`config.mk`:
```
export PLATFORM = sky130hd
export DESIGN_NAME = alias_router
export DESIGN_NICKNAME = d
export VERILOG_FILES = /design/src/rtl/alias_rtr_pkg.sv /design/src/rtl/rtr_bus_cond.sv /design/src/rtl/rtr_addr_capture.sv /design/src/rtl/rtr_decide.sv /design/src/rtl/alias_router.sv
export SDC_FILE = /design/constraint.sdc
export NUM_CORES = 1
export LEC_CHECK = 0
export BUFFER_PORTS_ARGS = -buffer_cell sky130_fd_sc_hd__buf_2
export CAP_MARGIN = 20
export CORE_MARGIN = 1.5
export CORE_UTILIZATION = 50
export DETAILED_ROUTE_END_ITERATION = 6
export GPL_TIMING_DRIVEN = 0
export PLACE_DENSITY = 0.79
export SLEW_MARGIN = 25
export SYNTH_ARGS = -nofsm -noshare
export SYNTH_HDL_FRONTEND = slang
export SYNTH_SLANG_ARGS = --single-unit
```
`constraint.sdc`:
```
create_clock -name clk -period 2.55 [get_ports clk]
set_input_delay 0.255 -clock clk [delete_from_list [all_inputs] [get_ports clk]]
set_output_delay 0.255 -clock clk [all_outputs]
set_load 0.1 [all_outputs]
```
`src/rtl/alias_rtr_pkg.sv`:
```
package alias_rtr_pkg;
    localparam int ADDR_W = 7;
    localparam int BYTE_W = ADDR_W + 1;
    localparam int CNT_W  = $clog2(BYTE_W + 1);

    typedef enum logic [1:0] {
        RT_IGNORE  = 2'd0,
        RT_LOCAL   = 2'd1,
        RT_FORWARD = 2'd2
    } route_e;

    typedef struct packed {
        route_e              kind;
        logic [BYTE_W-1:0]   addr;
        logic                ack;
    } route_t;

    typedef enum logic [2:0] {
        PH_IDLE     = 3'd0,
        PH_ADDR     = 3'd1,
        PH_WAIT_ACK = 3'd2,
        PH_ACK      = 3'd3,
        PH_DATA     = 3'd4
    } phase_e;

    function automatic logic [ADDR_W-1:0] pick_local(
        input logic [ADDR_W-1:0] strap,
        input logic [ADDR_W-1:0] regv,
        input logic              ovr
    );
        return ovr ? regv : strap;
    endfunction
endpackage

```
`src/rtl/rtr_bus_cond.sv`:
```
module rtr_bus_cond (
    input  logic clk,
    input  logic rst,
    input  logic scl_i,
    input  logic sda_i,
    output logic start_o,
    output logic stop_o,
    output logic scl_rise_o,
    output logic scl_fall_o
);
    logic scl_q;
    logic sda_q;

    always_ff @(posedge clk) begin
        if (rst) begin
            scl_q <= 1'b1;
            sda_q <= 1'b1;
        end else begin
            scl_q <= scl_i;
            sda_q <= sda_i;
        end
    end

    always_comb begin
        start_o    = scl_q & scl_i & sda_q & ~sda_i;
        stop_o     = scl_q & scl_i & ~sda_q & sda_i;
        scl_rise_o = ~scl_q & scl_i;
        scl_fall_o = scl_q & ~scl_i;
    end
endmodule

```
`src/rtl/rtr_addr_capture.sv`:
```
module rtr_addr_capture
    import alias_rtr_pkg::*;
(
    input  logic              clk,
    input  logic              rst,
    input  logic              start_i,
    input  logic              stop_i,
    input  logic              scl_rise_i,
    input  logic              scl_fall_i,
    input  logic              sda_i,
    output logic              byte_valid_o,
    output logic [BYTE_W-1:0] byte_o,
    output logic              ack_begin_o,
    output logic              ack_end_o
);
    phase_e              phase_q;
    logic [CNT_W-1:0]    cnt_q;
    logic [BYTE_W-2:0]   shift_q;

    always_ff @(posedge clk) begin
        if (rst) begin
            phase_q <= PH_IDLE;
            cnt_q   <= '0;
            shift_q <= '0;
        end else if (start_i) begin
            phase_q <= PH_ADDR;
            cnt_q   <= '0;
        end else if (stop_i) begin
            phase_q <= PH_IDLE;
            cnt_q   <= '0;
        end else begin
            case (phase_q)
                PH_ADDR: begin
                    if (scl_rise_i) begin
                        shift_q <= {shift_q[BYTE_W-3:0], sda_i};
                        cnt_q   <= cnt_q + 1'b1;
                        if (cnt_q == CNT_W'(BYTE_W - 1))
                            phase_q <= PH_WAIT_ACK;
                    end
                end
                PH_WAIT_ACK: if (scl_fall_i) phase_q <= PH_ACK;
                PH_ACK:      if (scl_fall_i) phase_q <= PH_DATA;
                default:     phase_q <= phase_q;
            endcase
        end
    end

    always_comb begin
        byte_o       = {shift_q, sda_i};
        byte_valid_o = (phase_q == PH_ADDR) && scl_rise_i && !start_i && !stop_i
                       && (cnt_q == CNT_W'(BYTE_W - 1));
        ack_begin_o  = (phase_q == PH_WAIT_ACK) && scl_fall_i;
        ack_end_o    = (phase_q == PH_ACK) && scl_fall_i;
    end
endmodule

```
`src/rtl/rtr_decide.sv`:
```
module rtr_decide
    import alias_rtr_pkg::*;
(
    input  logic [BYTE_W-1:0] byte_i,
    input  logic [ADDR_W-1:0] strap_id_i,
    input  logic [ADDR_W-1:0] reg_id_i,
    input  logic              id_override_i,
    input  logic              fwd_en_i,
    input  logic              pass_all_i,
    input  logic              auto_ack_i,
    input  logic [ADDR_W-1:0] remote_id_i,
    input  logic [ADDR_W-1:0] alias_id_i,
    input  logic [ADDR_W-1:0] phys_id_i,
    input  logic              remote_ack_i,
    output route_t            route_o
);
    logic [ADDR_W-1:0] tgt;
    logic              rw;
    logic              hit_local;
    logic              hit_alias;
    logic              hit_remote;
    logic              fwd_ack;

    always_comb begin
        tgt        = byte_i[BYTE_W-1:1];
        rw         = byte_i[0];
        hit_local  = (tgt == pick_local(strap_id_i, reg_id_i, id_override_i));
        hit_alias  = (alias_id_i != '0) && (tgt == alias_id_i);
        hit_remote = (remote_id_i != '0) && (tgt == remote_id_i);
        fwd_ack    = (auto_ack_i & ~rw) | remote_ack_i;

        route_o.kind = RT_IGNORE;
        route_o.addr = byte_i;
        route_o.ack  = 1'b0;
        if (hit_local) begin
            route_o.kind = RT_LOCAL;
            route_o.ack  = 1'b1;
        end else if (fwd_en_i) begin
            if (hit_alias) begin
                route_o.kind = RT_FORWARD;
                route_o.addr = {phys_id_i, rw};
                route_o.ack  = fwd_ack;
            end else if (hit_remote || pass_all_i) begin
                route_o.kind = RT_FORWARD;
                route_o.ack  = fwd_ack;
            end
        end
    end
endmodule

```
`src/rtl/alias_router.sv`:
```
module alias_router
    import alias_rtr_pkg::*;
(
    input  logic              clk,
    input  logic              rst,
    input  logic              scl_i,
    input  logic              sda_i,
    input  logic [ADDR_W-1:0] strap_id_i,
    input  logic [ADDR_W-1:0] reg_id_i,
    input  logic              id_override_i,
    input  logic              fwd_en_i,
    input  logic              pass_all_i,
    input  logic              auto_ack_i,
    input  logic [ADDR_W-1:0] remote_id_i,
    input  logic [ADDR_W-1:0] alias_id_i,
    input  logic [ADDR_W-1:0] phys_id_i,
    input  logic              remote_ack_i,
    output logic              dec_valid_o,
    output logic [1:0]        dec_kind_o,
    output logic [BYTE_W-1:0] dec_addr_o,
    output logic              ack_drive_o
);
    logic              start_w, stop_w, rise_w, fall_w;
    logic              byte_valid_w, ack_begin_w, ack_end_w;
    logic [BYTE_W-1:0] byte_w;
    route_t            route_w;
    route_t            dec_q;
    logic              dec_valid_q;
    logic              ack_q;

    rtr_bus_cond cond_i (
        .clk        (clk),
        .rst        (rst),
        .scl_i      (scl_i),
        .sda_i      (sda_i),
        .start_o    (start_w),
        .stop_o     (stop_w),
        .scl_rise_o (rise_w),
        .scl_fall_o (fall_w)
    );

    rtr_addr_capture cap_i (
        .clk          (clk),
        .rst          (rst),
        .start_i      (start_w),
        .stop_i       (stop_w),
        .scl_rise_i   (rise_w),
        .scl_fall_i   (fall_w),
        .sda_i        (sda_i),
        .byte_valid_o (byte_valid_w),
        .byte_o       (byte_w),
        .ack_begin_o  (ack_begin_w),
        .ack_end_o    (ack_end_w)
    );

    rtr_decide dec_i (
        .byte_i        (byte_w),
        .strap_id_i    (strap_id_i),
        .reg_id_i      (reg_id_i),
        .id_override_i (id_override_i),
        .fwd_en_i      (fwd_en_i),
        .pass_all_i    (pass_all_i),
        .auto_ack_i    (auto_ack_i),
        .remote_id_i   (remote_id_i),
        .alias_id_i    (alias_id_i),
        .phys_id_i     (phys_id_i),
        .remote_ack_i  (remote_ack_i),
        .route_o       (route_w)
    );

    always_ff @(posedge clk) begin
        if (rst) begin
            dec_valid_q <= 1'b0;
            dec_q       <= '{kind: RT_IGNORE, addr: '0, ack: 1'b0};
            ack_q       <= 1'b0;
        end else begin
            dec_valid_q <= byte_valid_w;
            if (byte_valid_w)
                dec_q <= route_w;
            if (start_w || stop_w || ack_end_w)
                ack_q <= 1'b0;
            else if (ack_begin_w)
                ack_q <= dec_q.ack;
        end
    end

    always_comb begin
        dec_valid_o = dec_valid_q;
        dec_kind_o  = dec_q.kind;
        dec_addr_o  = dec_q.addr;
        ack_drive_o = ack_q;
    end
endmodule

```
==> impl_metrics.csv <==
group,metric,value,unit
outcome,outcome,"finished clean",
detailed_routing,num_vias,1426,
grt,antenna_found_initial,0,
pwr,p_leak,0.880,nW
setup_path,crit_fanout,7,
timing,fin_tns_setup,0,ns
grt,grt_pass1_wl,5.98,mm
timing,finalCriticalPeriod,2.10,ns
grt,grt_use_total,22.0,%
detailed_routing,wl_per_cell,12.4,µm
yosys,seq_area_frac_synth,34.9,%
yosys,ys.flop_type,"dfxtp_1",
yosys,syn_area,1670,µm²
detailed_routing,drt_first_pass_iters,4,
setup_path,cp.arrival,2.36,ns
job,drv_cap,0,
grt,grt_max_degree,11,
clock_tree,numCtsBuffers,5,
clock_tree,cts_setup_buffers,0,
timing,worst_slew_pin_slew,0.716,ns
yosys,yosysUniqueCellTypes,37,
clock_tree,clk_pin_slew,0.10,ns
clock_tree,cts_tree,"built",
die,die_x,60.7,µm
timing,hold_viol_final,0,
die,die-area,3690,µm²
pwr,power,0.878,mW
setup_path,critPathCaptureType,"flip-flop",
die,row_count,20,
clock_tree,clockBufferDepth,2,
yosys,synth-async-reset-ratio,0,%
detailed_routing,wl_met1,1.69,mm
detailed_routing,wl_met2,1.70,mm
clock_tree,htree_levels,2,
timing,clock.fmax,0.475,GHz
clock_tree,cts_resized,0,
die,io_pins,56,
layout,final_cell_mix,"buf_2, nor2_1, dfxtp_1",
pwr,vdd_drop_max,0.291,mV
detailed_routing,route.met3.wl,155,µm
layout,finalNetCount,288,
yosys,synth_top_area_share,34.9,%
layout,drive_gt1_share,35.7,%
detailed_routing,highest_layer,"met4",
yosys,ys_ff_latch,29,
layout,final_common_cell,"buf_2",
placed_design,port_buffers,54,
yosys,yosysTopAreaCell,"dfxtp_1",
layout,stdcell_area,2060,µm²
detailed_routing,routed_wl,3.58,mm
yosys,yosys_warnings,0,
detailed_routing,viasPerCell,4.95,
placed_design,post_dp_cell_area,1990,µm²
clock_tree,clock_latency,0.33,ns
setup_path,start_kind,"flip-flop",
setup_path,worstSetupPathType,"reg2reg",
detailed_routing,drt_iter0_drc,74,
detailed_routing,drc,0,
layout,insertedDiodeCount,0,
die,coreArea,3100,µm²
timing,clock_skew,0.0116,ns
grt,grt_pass1_vias,1358,
die,die_y,60.7,µm
timing,drv_slew,0,
die,start_util,53.7,%
pwr,power.density,426,nW/µm²
timing,min_period_over_period,82.5,%
min_path,hold_class,"in2reg",
clock_tree,hold_buffers,0,
yosys,synth_cells,182,
yosys,synth_area_leaders,"dfxtp_1, mux2i_1, xnor2_1, buf_4, nor2_1",
layout,areaGrowthSynthToFinish,23.7,%
timing,setup_viol,0,
yosys,synth-edff-count,0,
timing,relSlewSlack,51.6,%
placed_design,post-dp-hpwl,2.79,mm
setup_path,required,2.80,ns
clock_tree,root_buffer,"clkbuf_4",
clock_tree,clock-sinks,29,
detailed_routing,ant_nets,0,
grt,overflow,0,
yosys,syn_area_per_cell,9.15,µm²
placed_design,gp_congestion,0.904,
yosys,syn_nets,227,
timing,rsz0062_at_grt,"false",
## power by group
group | internal (mW) | switching [mW] | total [mW]
Combinational | 0.0507 | 0.0467 | 0.0975
Clock | 0.160 | 0.164 | 0.324
Sequential | 0.455 | 0.00199 | 0.457
Total | 0.665 | 0.213 | 0.878
## final timing paths
| check | endpoint | start | slack, ns | depth (start not counted) |
|---|---|---|---|---|
| max | dec_addr_o[5] | cap_i.shift_q[4] | 0.45 | 7 |
| min | dec_valid_o | rst | 0.16 | 2 |
| max reg2reg | dec_addr_o[5] | cap_i.shift_q[4] | 0.45 | 7 |
| min reg2reg | ack_drive_o | ack_drive_o | 0.47 | 2 |
## stage by stage
step                      hold WS (ns)  std cells  worst slack [ns]  util, %
after floorplan                  0.327        182             0.655        -
after global placement           0.458        280             0.486     64.2
after detailed placement         0.468        280             0.401     64.2
after CTS                        0.157        288             0.416     66.4
after global routing             0.167        288             0.282     66.4
final                            0.159        288             0.446     66.4
## cell usage after synthesis (2+ instances only)
cell / number
nor2_1: 29
dfxtp_1: 29
xor2_1: 8
xnor2_1: 15
o21ai_0: 2
nor3_1: 3
clkbuf_1: 6
a211oi_1: 9
or2_2: 3
nand2b_1: 2
nor4_1: 3
inv_1: 2
a21oi_1: 4
nand4_1: 2
mux2i_1: 24
buf_4: 15
and4b_1: 2
nand2_1: 5
## critical path, stage by stage, from the launching register on
cell and delay (ns):
dfxtp_1 0.31, buf_4 0.15, xor2_1 0.16, nor4_2 0.29
o2111ai_2 0.20, a211oi_4 0.52, mux2i_1 0.15, a211oi_1 0.25
## layer usage
layer	vias up	global-route usage, %
met5	-	0
li1	738	-
met4	0	7.45
met3	5	4.69
met1	653	28.4
met2	30	36.7
## final cells by class
class	count	area (µm²)
Sequential cell	29	581
Timing Repair Buffer	54	270
Multi-Input combinational cell	127	922
Clock inverter	1	5.00
Buffer	24	155
Inverter	2	7.51
Tap cell	44	55.1
Fill cell	292	1040
Clock buffer	7	65.1
## cells by family (layout without fill, tap and decap cells)
group / count (synthesis) / after routing / share of synthesized area [%]
flops: 29 / 29 / 34.9
mux: 24 / 24 / 14.4
simple gates: 56 / 56 / 17.0
buf+inv: 26 / 88 / 9.77
compound gates: 23 / 23 / 11.1
fa+ha+maj: 1 / 1 / 0.751
xor+xnor: 23 / 23 / 12.1
## sequential cells by signal, indices dropped and copies added (netlist names)
signal         count
dec_valid_o        1
cap_i.phase_q      3
cap_i.shift_q      7
dec_addr_o         8
cond_i.sda_q       1
ack_drive_o        1
dec_kind_o         2
cap_i.cnt_q        4
dec_q              1
cond_i.scl_q       1
Power figures use the tool's default switching activity.
